<file path="src/rtl/urb_pkg.sv">
package urb_pkg;

  // Per-cycle action taken by the character store.
  typedef enum logic [2:0] {
    OP_IDLE,
    OP_PUSH,     // append an arrival
    OP_POP,      // consume the head
    OP_SWAP,     // consume the head and append an arrival
    OP_REPLACE,  // single slot: overwrite the held character
    OP_DROP,     // ring full: discard the arrival
    OP_FLUSH     // mode change: empty everything
  } buf_op_t;

  // Chooses the store action. A read on an empty store counts as no read.
  function automatic buf_op_t pick_op(input logic flush, input logic arrive,
                                      input logic take, input logic empty,
                                      input logic at_cap, input logic single);
    logic take_eff;
    take_eff = take && !empty;
    if (flush)                  return OP_FLUSH;
    if (arrive && take_eff)     return OP_SWAP;
    if (arrive && !at_cap)      return OP_PUSH;
    if (arrive && single)       return OP_REPLACE;
    if (arrive)                 return OP_DROP;
    if (take_eff)               return OP_POP;
    return OP_IDLE;
  endfunction

  function automatic logic is_overrun(input buf_op_t op);
    return (op == OP_REPLACE) || (op == OP_DROP);
  endfunction

endpackage

</file>
<file path="src/rtl/urb_alias_decode.sv">
module urb_alias_decode #(
  parameter int ADDR_W = 8,
  parameter int BASE   = 'h30,
  parameter int SLOTS  = 16,
  parameter int STRIDE = 4
) (
  input  logic [ADDR_W-1:0] addr,
  output logic              hit
);
  localparam int LAST = BASE + (SLOTS - 1) * STRIDE;

  logic [ADDR_W-1:0] rel;
  logic              in_range;
  logic              aligned;

  assign rel      = addr - ADDR_W'(BASE);
  assign in_range = (addr >= ADDR_W'(BASE)) && (addr <= ADDR_W'(LAST));
  assign aligned  = (rel % ADDR_W'(STRIDE)) == '0;
  assign hit      = in_range && aligned;
endmodule

</file>
<file path="src/rtl/urb_store.sv">
module urb_store
  import urb_pkg::*;
#(
  parameter int DEPTH  = 16,
  parameter int DATA_W = 8,
  localparam int PTR_W = (DEPTH > 1) ? $clog2(DEPTH) : 1,
  localparam int CNT_W = $clog2(DEPTH + 1)
) (
  input  logic              clk,
  input  logic              rst_n,
  input  buf_op_t           op,
  input  logic [DATA_W-1:0] wr_data,
  output logic [DATA_W-1:0] head,
  output logic [CNT_W-1:0]  level
);
  logic [DATA_W-1:0] mem [DEPTH];
  logic [PTR_W-1:0]  wr_ptr;
  logic [PTR_W-1:0]  rd_ptr;

  function automatic logic [PTR_W-1:0] ptr_inc(input logic [PTR_W-1:0] p);
    return (p == PTR_W'(DEPTH - 1)) ? '0 : p + 1'b1;
  endfunction

  always_ff @(posedge clk) begin
    case (op)
      OP_PUSH, OP_SWAP: mem[wr_ptr] <= wr_data;
      OP_REPLACE:       mem[rd_ptr] <= wr_data;
      default: ;
    endcase
  end

  always_ff @(posedge clk or negedge rst_n) begin
    if (!rst_n) begin
      wr_ptr <= '0;
      rd_ptr <= '0;
      level  <= '0;
    end else begin
      case (op)
        OP_PUSH: begin
          wr_ptr <= ptr_inc(wr_ptr);
          level  <= level + 1'b1;
        end
        OP_POP: begin
          rd_ptr <= ptr_inc(rd_ptr);
          level  <= level - 1'b1;
        end
        OP_SWAP: begin
          wr_ptr <= ptr_inc(wr_ptr);
          rd_ptr <= ptr_inc(rd_ptr);
        end
        OP_FLUSH: begin
          wr_ptr <= '0;
          rd_ptr <= '0;
          level  <= '0;
        end
        default: ;
      endcase
    end
  end

  assign head = mem[rd_ptr];
endmodule

</file>
<file path="src/rtl/urb_flags.sv">
module urb_flags (
  input  logic clk,
  input  logic rst_n,
  input  logic ovr_evt,
  input  logic ovr_clr,
  output logic overrun_err
);
  always_ff @(posedge clk or negedge rst_n) begin
    if (!rst_n)       overrun_err <= 1'b0;
    else if (ovr_evt) overrun_err <= 1'b1;
    else if (ovr_clr) overrun_err <= 1'b0;
  end
endmodule

</file>
<file path="src/rtl/uart_rx_buffer.sv">
module uart_rx_buffer
  import urb_pkg::*;
#(
  parameter int DEPTH        = 16,
  parameter int DATA_W       = 8,
  parameter int WORD_W       = 32,
  parameter int ADDR_W       = 8,
  parameter int ALIAS_BASE   = 'h30,
  parameter int ALIAS_SLOTS  = 16,
  parameter int ALIAS_STRIDE = 4
) (
  input  logic              clk,
  input  logic              rst_n,
  input  logic              rx_valid,
  input  logic [DATA_W-1:0] rx_char,
  input  logic              fifo_en,
  input  logic              bus_rd,
  input  logic [ADDR_W-1:0] bus_addr,
  input  logic              ovr_clr,
  output logic [WORD_W-1:0] rd_data,
  output logic              data_ready,
  output logic              overrun_err
);
  localparam int CNT_W = $clog2(DEPTH + 1);

  logic              mode_q;     // mode in use: 1 = ring buffer
  logic              mode_chg;   // request differs from mode in use
  logic              hit;        // address decodes to an alias
  logic              take;       // read at an alias
  logic              at_cap;
  logic [CNT_W-1:0]  level;
  logic [CNT_W-1:0]  cap;
  logic [DATA_W-1:0] head;
  logic              ovr_evt;
  buf_op_t           op;

  always_ff @(posedge clk or negedge rst_n) begin
    if (!rst_n) mode_q <= 1'b0;
    else        mode_q <= fifo_en;
  end

  assign mode_chg = fifo_en != mode_q;

  urb_alias_decode #(
    .ADDR_W(ADDR_W), .BASE(ALIAS_BASE), .SLOTS(ALIAS_SLOTS), .STRIDE(ALIAS_STRIDE)
  ) u_dec (
    .addr(bus_addr),
    .hit (hit)
  );

  assign take    = bus_rd && hit;
  assign cap     = mode_q ? CNT_W'(DEPTH) : CNT_W'(1);
  assign at_cap  = level >= cap;
  assign op      = pick_op(mode_chg, rx_valid, take, level == '0, at_cap, !mode_q);
  assign ovr_evt = is_overrun(op);

  urb_store #(.DEPTH(DEPTH), .DATA_W(DATA_W)) u_store (
    .clk    (clk),
    .rst_n  (rst_n),
    .op     (op),
    .wr_data(rx_char),
    .head   (head),
    .level  (level)
  );

  urb_flags u_flags (
    .clk        (clk),
    .rst_n      (rst_n),
    .ovr_evt    (ovr_evt),
    .ovr_clr    (ovr_clr),
    .overrun_err(overrun_err)
  );

  assign data_ready = level != '0;
  assign rd_data    = hit ? {{(WORD_W - DATA_W){1'b0}}, head} : '0;
endmodule

</file>
<file path="config.mk">
export PLATFORM = sky130hd
export DESIGN_NAME = uart_rx_buffer
export DESIGN_NICKNAME = d
export VERILOG_FILES = /design/src/rtl/urb_pkg.sv /design/src/rtl/urb_alias_decode.sv /design/src/rtl/urb_store.sv /design/src/rtl/urb_flags.sv /design/src/rtl/uart_rx_buffer.sv
export SDC_FILE = /design/constraint.sdc
export NUM_CORES = 1
export LEC_CHECK = 0
export BUFFER_PORTS_ARGS = -buffer_cell sky130_fd_sc_hd__buf_2
export CORE_MARGIN = 10
export CORE_UTILIZATION = 40
export CTS_CLUSTER_SIZE = 16
export DETAILED_ROUTE_END_ITERATION = 8
export GPL_TIMING_DRIVEN = 0
export HOLD_SLACK_MARGIN = 0.05
export MAX_ROUTING_LAYER = met4
export SKIP_CTS_REPAIR_TIMING = 1
export SLEW_MARGIN = 10
export SYNTH_ARGS = -nofsm -noshare
export SYNTH_HDL_FRONTEND = slang
export SYNTH_HIERARCHICAL = 1
export SYNTH_SLANG_ARGS = --single-unit
</file>
<file path="constraint.sdc">
create_clock -name clk -period 5.7 [get_ports clk]
set_input_delay 0 -clock clk [delete_from_list [all_inputs] [get_ports clk]]
set_output_delay 0 -clock clk [all_outputs]
set_load 0.01 [all_outputs]
</file>
==> metrics.md <==
| Metric | Value |
|---|---|
| Setup CP Type | flip-flop to flip-flop |
| Setup TNS | 0 ns |
| Crit start category | flip-flop |
| Setup crit end kind | flip-flop |
| Share of post-route cells with drive strength above 1 | 23.2% |
| Cell Rows | 45 |
| Final Power | 0.00299 W |
| Max IR drop VDD | 272 uV |
| CTS buffer count | 17 |
| EDFF count, synth | between 100 and 150 |
| RSZ-0062 raised after global routing | no |
| Initial Utilization | 41.3% |
| Max frequency | 265 MHz |
| Clock sinks | 143 |
| Final ANT Viol Nets | 0 |
| Period utilisation layout | 66.1% |
| Drc violations | 0 |
| Yosys warns | 6 |
| Post-Syn Area per Cell | roughly 15 um2 |
| Layout net count | 523 |
| Complex-gate fraction of the synthesized area | 8.81% |
| Outcome | finished, final reports clean |
| Final-report max-slew violation count | 0 |
| Min Clock Period, post-route | 3.77 ns |
| Crit-path max FO | 10 |
| Setup crit end | u_store/mem[12][4] |
| Height of the chip | ~150 um |
| Initial antenna violation count | 0 |
| Clock transition at the registers of the reported paths | ~0.060 ns |
| Critical Path RT | 5.74 ns |
| Hold slack | around 0.02 ns |
| First-pass GRT wire length | 21000 um |
| Synth top cells by count | 128 x edfxtp_1, 35 x mux2i_1, 29 x buf_4 |
| Total gr overflow | 0 |
| Hold Crit Class | input pin to flip-flop |
| Power per Cell Area | 399 nW/um2 |
| Combinational family with the most area after synthesis | multiplexers |
| CP Data Arrival Time | 3.81 ns |
| Routed wire per std cell | 19.2 um |
| CTS root buf | clkbuf_16 |
| CP Launch Point | u_store/level[1] |
| Clk_skew | 0.00754 ns |
| HPWL after DPL | between 9000 and 10000 um |
| Post-synthesis xor/xnor area fraction | 0.416% |
| Pleak | 2.70 nW |
| # IOs | between 50 and 60 |
| Reg-to-reg critical path startpoint | u_store/level[1] |
| Largest cells by area after synthesis | edfxtp_1 61%, dfrtp_1 5.9%, mux4_2 5.7% |
| Worst slack at placement | roughly 1.8 ns |
| Die width | 146 um |
| Finished Layout Cells | 720 |
| Placed Instances | slightly below 700 |
| Synthesized area | between 6000 and 7000 um2 |
| 1st-iter DRT viols | 394 |
| Post-synth ARST share | a little over a tenth |
| Drt via density | 5.28 |
| Area share of the largest cell type after synthesis | 60.8% |
| Synthesized instance count | 413 |
| Reg-to-reg endpoint | u_store/mem[12][4] |
| Number of diodes | 0 |
| Core area | 15300 um2 |
| Most common cell in the netlist | edfxtp_1 |
| H-tree levels | 4 |
| Sequential share of the synthesized area | 66.8% |
| Port Buf Inserts | 29 |
| Adder-Cell Fraction of Synth Area | 0.990% |
| Synth Area in Simple Gates | 6.73% |
| Post-synth top flop | edfxtp_1 |
| Mux cell area share after synthesis | 11.2% |
| Maximum root-to-sink buffer count | 2 |
| GPL Wtd Cong | 0.861 |
| Total Die Area | 21200 um2 |
| Largest area contributor in the netlist | edfxtp_1 |
| Area Growth Syn to Fin | 18.3% |
| Pre-antenna DRT Iters | 5 |
| R2R depth | 7 |
| Max Cap Viol | 0 |
| # setup viols final | 0 |
| #FFs+latches synth | ~140 |
| Worst skew pair latency | 0.42 ns |
| Netlist cell types | 56 |
| Vias in the first global route | 3603 |
| R2r setup slk | 1.93 ns |
| Final wirelength | 13800 um |
| Slew HR | 22.0% |
| Largest net degree at the start of global routing | 17 |
| Vias | 3804 |
| Tightest Pin Transition | 1.17 ns |
| CTS tree | yes |
| Final Hold Fails | 0 |
| Total track usage | 13.4% |
| Final setup margin | 1.93 ns |
==> worst max-delay path, stage by stage, from the launching register on <==
cell	delay, ns
dfrtp_1	0.45
or3_4	0.43
o311a_4	0.33
o31ai_1	0.48
nor3b_1	0.44
buf_2	0.28
a31oi_1	0.23
nor2_1	0.73
==> routing by layer <==
layer	up-vias	wire length [um]	track usage [%]	share of wire [%]
met4	0	290	4.55	2.1
li1	1749	-	-	-
met2	166	6210	19.3	45
met5	-	0	-	0
met3	28	1170	4.04	8.5
met1	1861	6120	17.5	44
==> area by class of cell <==
| class | count | area, um2 |
|---|---|---|
| tap | 211 | 264 |
| timing repair buffer | 41 | 265 |
| sequential | 143 | 4220 |
| clock buffer | 17 | 425 |
| multi-input combinational | 240 | 1870 |
| buffer | 42 | 273 |
| fill | 1336 | 7840 |
| inverter | 11 | 41.3 |
| clock inverter | 15 | 116 |
==> metrics by stage <==
| stage | utilization [%] | area [um2] |
|---|---|---|
| after global placement | 44.5 | 6810 |
| after detailed placement | 44.5 | 6810 |
| after floorplan | - | 6400 |
| after CTS | 48.0 | 7360 |
| after global routing | 48.8 | 7480 |
| final | 48.8 | 7480 |
==> how the worst min path moves through the flow <==
stage	from	end	cells after the start
finish	rx_valid	u_flags/overrun_err	4
global route	rx_valid	u_flags/overrun_err	4
CTS	rst_n	u_store/level[0]	1
detailed placement	rst_n	u_store/level[0]	1
global placement	rst_n	u_store/level[0]	1
floorplan	rst_n	mode_q	0
==> registers in the layout, indices dropped and copies added, names as in the netlist <==
| signal | cells |
|---|---|
| mode_q | 1 |
| u_flags/overrun_err | 1 |
| u_store/level | 5 |
| u_store/mem | 128 |
| u_store/rd_ptr | 4 |
| u_store/wr_ptr | 4 |
==> report_power, final <==
part           leakage, nW  internal, W  switching (W)
clock network        0.256     0.000559       0.000432
registers             1.35      0.00121      0.0000516
logic                 1.09     0.000322       0.000416
total                 2.70      0.00209       0.000900
==> kinds of logic (layout without fill, tap and decap cells) <==
kind of cell / Yosys count / after routing
flops: 143 / 143
simple gates: 82 / 82
compound gates: 75 / 75
buf+inv: 53 / 126
mux: 51 / 51
fa+ha+maj: 5 / 5
xor+xnor: 3 / 3
other cells: 1 / 24
==> layout by cell type, fill, tap and decap left out, drive strengths merged, types with 5 or more instances in the layout <==
cell	netlist	routed
edfxtp	128	128
buf	37	66
mux2i	35	35
conb	1	24
nor2	22	22
clkbuf	5	22
nand2	19	19
o21ai	17	17
a221oi	16	16
mux4	16	16
dfrtp	15	15
dlygate4sd3	0	12
inv	10	12
clkinv	1	11
and2	10	10
a22oi	8	8
nor3	7	7
a21oi	7	7
ha	5	5
a31oi	5	5
No activity file was read; power rests on OpenSTA's default activity.
